`config.mk`:
```
export PLATFORM = sky130hd
export DESIGN_NAME = csr_attr_bank
export DESIGN_NICKNAME = d
export VERILOG_FILES = /design/src/rtl/csr_attr_bank.sv
export SDC_FILE = /design/constraint.sdc
export NUM_CORES = 1
export LEC_CHECK = 0
export BUFFER_PORTS_ARGS = -buffer_cell sky130_fd_sc_hd__buf_2
export CAP_MARGIN = 5
export CORE_AREA = 4 4 179 181
export CTS_BUF_LIST = sky130_fd_sc_hd__clkbuf_8
export DETAILED_ROUTE_END_ITERATION = 7
export DIE_AREA = 0 0 183 185
export MAX_ROUTING_LAYER = met4
export SLEW_MARGIN = 20
export SYNTH_ARGS = -nofsm -noshare
export SYNTH_HDL_FRONTEND = slang
export SYNTH_SLANG_ARGS = --single-unit
```
`constraint.sdc`:
```
create_clock -name clk -period 2.17 [get_ports clk]
set_clock_uncertainty 0.15 [all_clocks]
set_input_delay 0.1085 -clock clk [delete_from_list [all_inputs] [get_ports clk]]
set_output_delay 0.1085 -clock clk [all_outputs]
set_load 0.02 [all_outputs]
```
`src/rtl/csr_attr_bank.sv`:
```
module csr_attr_bank #(
  parameter int NREG = 4,
  parameter logic [NREG*32*4-1:0] ATTR = {
    {{16{4'd2}}, {16{4'd1}}},
    {{16{4'd0}}, {8{4'd8}}, {8{4'd7}}},
    {{8{4'd0}}, {8{4'd5}}, {8{4'd4}}, {8{4'd2}}},
    {{8{4'd0}}, {8{4'd6}}, {8{4'd3}}, {8{4'd1}}}},
  parameter logic [NREG*32-1:0] RST = {32'h0, 32'h0000_FF00, 32'h0, 32'h0000_00A5}
) (
  input  logic                 clk,
  input  logic                 rst,
  input  logic [7:0]           addr,
  input  logic                 wr_en,
  input  logic                 rd_en,
  input  logic [31:0]          wdata,
  output logic [31:0]          rdata,
  input  logic [NREG*32-1:0]   hw_in,
  input  logic [NREG*32-1:0]   hw_done,
  output logic [NREG*32-1:0]   ctl_out
);
  localparam int NB = NREG * 32;
  localparam logic [3:0] K_RSV = 4'd0, K_RW = 4'd1, K_RO = 4'd2, K_WO = 4'd3,
                         K_W1C = 4'd4, K_RC = 4'd5, K_SC = 4'd6, K_LH = 4'd7, K_LL = 4'd8;

  function automatic logic [NB-1:0] kind_mask(input logic [3:0] k);
    logic [NB-1:0] m;
    for (int i = 0; i < NB; i++) m[i] = (ATTR[i*4 +: 4] == k);
    return m;
  endfunction

  localparam logic [NB-1:0] M_RW  = kind_mask(K_RW);
  localparam logic [NB-1:0] M_WO  = kind_mask(K_WO);
  localparam logic [NB-1:0] M_SC  = kind_mask(K_SC);
  localparam logic [NB-1:0] M_LL  = kind_mask(K_LL);
  localparam logic [NB-1:0] M_SET = kind_mask(K_W1C) | kind_mask(K_RC) | kind_mask(K_LH);

  logic [NREG-1:0] sel;
  logic            rsvd;
  logic [NB-1:0]   q, rv, w1;

  assign rsvd = (addr >= 8'h08) && (addr <= 8'h1F);

  always_comb begin
    for (int r = 0; r < NREG; r++)
      sel[r] = (r < 2) ? (addr == 8'(4*r)) : (addr == 8'(32 + 4*(r-2)));
  end

  for (genvar g = 0; g < NB; g++) begin : g_bit
    localparam int R = g / 32;
    localparam int B = g % 32;
    localparam logic [3:0] K = ATTR[g*4 +: 4];
    logic wh, rh, nxt, qb;
    assign wh = wr_en & sel[R];
    assign rh = rd_en & sel[R];
    assign w1[g] = wh & wdata[B];

    always_comb begin
      case (K)
        K_RW, K_WO: nxt = wh ? wdata[B] : qb;
        K_W1C:      nxt = (qb & ~w1[g]) | hw_in[g];
        K_RC, K_LH: nxt = (rh ? 1'b0 : qb) | hw_in[g];
        K_SC:       nxt = (qb & ~hw_done[g]) | w1[g];
        K_LL:       nxt = rh ? hw_in[g] : (qb & hw_in[g]);
        default:    nxt = 1'b0;
      endcase
    end

    always_ff @(posedge clk) begin
      if (rst) qb <= (K == K_RSV || K == K_RO) ? 1'b0 : RST[g];
      else     qb <= nxt;
    end

    assign q[g]  = qb;
    assign rv[g] = (K == K_RO) ? hw_in[g] :
                   (K == K_RSV || K == K_WO) ? 1'b0 : qb;
  end

  assign ctl_out = q & (M_RW | M_WO | M_SC);

  always_comb begin
    rdata = 32'h0;
    if (rsvd) rdata = 32'h0000_FFFF;
    else
      for (int r = 0; r < NREG; r++)
        if (sel[r]) rdata = rv[r*32 +: 32];
  end

  // storage bits only move on a write to their register
  a_r1_rw_hold: assert property (@(posedge clk) disable iff (rst)
    !wr_en |=> $stable(q & M_RW));
  // a hardware set is never lost, whatever the bus does
  a_r11_set_wins: assert property (@(posedge clk) disable iff (rst)
    1'b1 |=> ((q & $past(hw_in) & M_SET) == ($past(hw_in) & M_SET)));
  // a trigger bit rises only on a written 1
  a_r6_sc_rise: assert property (@(posedge clk) disable iff (rst)
    1'b1 |=> ((q & ~$past(q) & M_SC & ~$past(w1)) == '0));
  // done without a new write drops the trigger
  a_r6_sc_done: assert property (@(posedge clk) disable iff (rst)
    1'b1 |=> ((q & M_SC & $past(hw_done & ~w1)) == '0));
  // a low status always leaves its latch-low bit at 0
  a_r8_ll_drop: assert property (@(posedge clk) disable iff (rst)
    1'b1 |=> ((q & M_LL & ~$past(hw_in)) == '0));
  // the reserved window returns the fixed pattern
  a_r9_window: assert property (@(posedge clk) disable iff (rst)
    (rd_en && addr >= 8'h08 && addr <= 8'h1F) |-> (rdata == 32'h0000_FFFF));
endmodule

```
==> summary.md <==
| Metric | Value |
|---|---|
| Status | finished clean |
| First-pass GRT wire length | 26200 um |
| Initial antenna violation count | 1 |
| Global-route usage over all layers | 0.105 |
| Clock tree buffer depth | 2 |
| Post-Synth Adder-Cell Area | 0 |
| Crit start category | input port |
| Syn_area_per_cell | 8.53 um^2 |
| H-Tree Depth | 3 |
| Post-Synthesis Cells | 553 |
| Routed Antenna Nets | 0 |
| Area share of and/or/nand/nor cells after synthesis | 0.156 |
| Vias in the first global route | 4226 |
| R2r endpoint | g_bit[40].qb |
| First-iteration detailed-routing DRC count | 219 |
| PortBufs | 171 |
| Hold Vio Cnt, Final | 0 |
| Worst-path clk slew | 0.10 ns |
| Post-synth EDFFs | 0 |
| Fin worst setup slack | 0.105 ns |
| Post-route cell area | 0.00631 mm^2 |
| Final GP Congestion | 0.760 |
| Core area | 0.0304 mm^2 |
| Synth Area in XOR/XNOR | 0 |
| DIE AREA | 0.0339 mm^2 |
| Die Wd | 183 um |
| Finish-stage setup viols | 0 |
| Placed cell areas | 0.00548 mm^2 |
| DRC | 0 |
| Final HPWL DP | 13800 um |
| # placed instances | 1062 |
| Clock Latency Late Sink | 0.37 ns |
| VDD IR-drop max | 0.000257 V |
| Average wire per standard cell | 16.0 um |
| Number of flip-flops in the largest register | 72 |
| Post-route setup TNS | 0 ns |
| Setup crit start | addr[4] |
| Critical path required time | 2.26 ns |
| Worst R2R Path Depth | 3 |
| Largest net degree at the start of global routing | 89 |
| Async set-or-reset flop fraction in the synthesized netlist | 0 |
| Crit. End Element | flop |
| CP max stage cell | or4_4 |
| Hold slack | 0.0960 ns |
| RSZ-0062 raised after global routing | no |
| Max stage delay on crit path | 0.73 ns |
| Crit path time final | 2.06 ns |
| Rel. slew slack | 0.569 |
| CP max FO | 23 |
| Initial Util | 0.155 |
| Die Span Y | 185 um |
| Avg Vias per Cell | 3.83 |
| Worst-margin pin slew | 0.645 ns |
| Cell row count | 64 |
| Post-synthesis sequential area ratio | 0.306 |
| Worst reg-to-reg setup slack | 0.77 ns |
| Mux cell area share after synthesis | 0.108 |
| Reg2reg start | g_bit[40].qb |
| Worst Hold Class | in2reg |
| Finished Layout Cells | 1144 |
| Final Cycle Share | 0.952 |
| Number of cells on the critical path | 6 |
| Fin util | 0.207 |
| Buf/Inv on CP | 3 |
| Area growth from synthesis to layout | 33.9% |
| WS Path Type | in2reg |
| Max Fclk | 484 MHz |
| Largest family of logic cells by synthesized area | buffers and inverters |
| Synth Area in Compound Gates | 0.172 |
| Number of detailed-route iterations in the first pass | 5 |
| Number of CTS-inserted buffers | 9 |
| PwrDens | 492 mW/mm^2 |
| Slew Viols, Final | 0 |
| CTS resizes | 0 |
| Netlist cell types | 40 |
| Clock root buffer | clkbuf_8 |
| Ports | 460 |
| Worst EP arrival | 2.16 ns |
| Num Clock Sinks | 72 |
| WL final | 18300 um |
| Top delay family on crit path | simple AND/OR/NAND/NOR gates |
| Share of layout cells above drive strength 1 | 0.316 |
| DP Worst Slack | 0.174 ns |
| Worst Setup EP | g_bit[47].qb |
| Top Registers | g_bit.qb: 72 flops |
| Overall power | 3.11 mW |
| CTS tree | built |
| CP Cell Sequence | buf_2 > or4_4 > nor4_4 > buf_4 > a31oi_1 > dlygate4sd3_1 |
| GRT Residual Overflow | 0 |
| Static leakage | 2.89 nW |
| FF+latch count, synth | 72 |
| Count of maximum capacitance violations | 0 |
| Synthesized cell area | 0.00471 mm^2 |
| YS warnings | 0 |
| Via count | 4378 |
| Reg with most FFs | g_bit.qb |
| Primary FF master, synth | dfxtp_1 |
| Final net count | 1042 |
## routing by layer
metal  vias up  GRT usage  wire length, um
li1       2094          -                -
met1      2044      0.139             8150
met2       226      0.168             8500
met3        14     0.0212             1410
met4         0     0.0235              192
met5         -          -                0
## final cells by class
class | count | area [um^2]
Inverter | 18 | 67.6
Fill cell | 3377 | 24100
Multi-Input combinational cell | 382 | 2410
Timing Repair Buffer | 259 | 1720
Tap cell | 396 | 495
Clock buffer | 9 | 124
Antenna cell | 1 | 2.50
Clock inverter | 7 | 53.8
Sequential cell | 72 | 1440
## cells in the mapped netlist, drive strengths merged (2+ instances only)
cell,n,area [um^2]
o21bai,7,52.6
o21ai,25,125
or3,2,17.5
mux4,8,180
a2bb2oi,8,70.1
nand2b,26,163
nand2,11,41.3
nor2,57,214
buf,146,1060
a21oi,24,120
and2,2,12.5
a22oi,8,60.1
a211oi,16,120
nor3,4,41.3
a31oi,7,43.8
o41ai,16,140
and3,8,50.1
nand4,16,100
mux2i,24,240
nor4,3,55.1
dfxtp,72,1440
clkbuf,22,82.6
inv,18,67.6
a22o,8,70.1
mux2,8,90.1
## worst min-delay path, cell delays in order
cell and delay (ns):
buf_2 0.11, nor4bb_4 0.05, buf_12 0.16, nand4_1 0.09, a21oi_1 0.06
## cells by family (layout without fill, tap and decap cells)
| group | count (synthesis) | count (layout) |
|---|---|---|
| flip-flops | 72 | 72 |
| AND/OR/NAND/NOR | 134 | 134 |
| other | 1 | 89 |
| multiplexers | 40 | 40 |
| buffers and inverters | 186 | 293 |
| AO/OA/AOI/OAI | 120 | 120 |
## cell usage in the layout (no fill, tap or decap), types with 7 or more instances in the layout
master and n:
o21ai_0 22, inv_1 19, dlygate4sd3_1 65, nand2_1 11, conb_1 88, o41ai_1 16
a211oi_1 16, nand2b_1 26, mux4_2 8, mux2_2 8, a21oi_1 24, a22oi_1 8
nor2_1 57, a2bb2oi_1 8, a22o_1 8, o21bai_1 7, mux2i_1 24, dfxtp_1 72
nand4_1 16, a31oi_1 7, buf_4 20, and3_1 8, buf_2 171, clkbuf_8 9
## report_power, final
part	total [mW]	internal (mW)	switching (mW)	leakage [nW]
Combinational	0.673	0.267	0.406	2.21
Clock	1.04	0.426	0.615	0.0880
Sequential	1.39	1.36	0.0283	0.591
## repair_timing
action	in CTS	in global routing
endpoints found under the setup margin	0	5
hold endpoints to repair	72	0
hold buffers	65	0
buffers inserted	0	0
## worst min-delay path by stage
stage                    from             to  slack, ns  cells past startpoint
floorplan           wdata[10]   g_bit[42].qb       0.06                      1
CTS                   addr[0]  g_bit[103].qb       0.07                      5
detailed placement  wdata[20]   g_bit[20].qb       0.18                      2
finish                addr[0]   g_bit[96].qb        0.1                      5
global route          addr[0]  g_bit[100].qb       0.09                      5
global placement    wdata[16]   g_bit[16].qb       0.17                      2
Power figures use the tool's default switching activity.
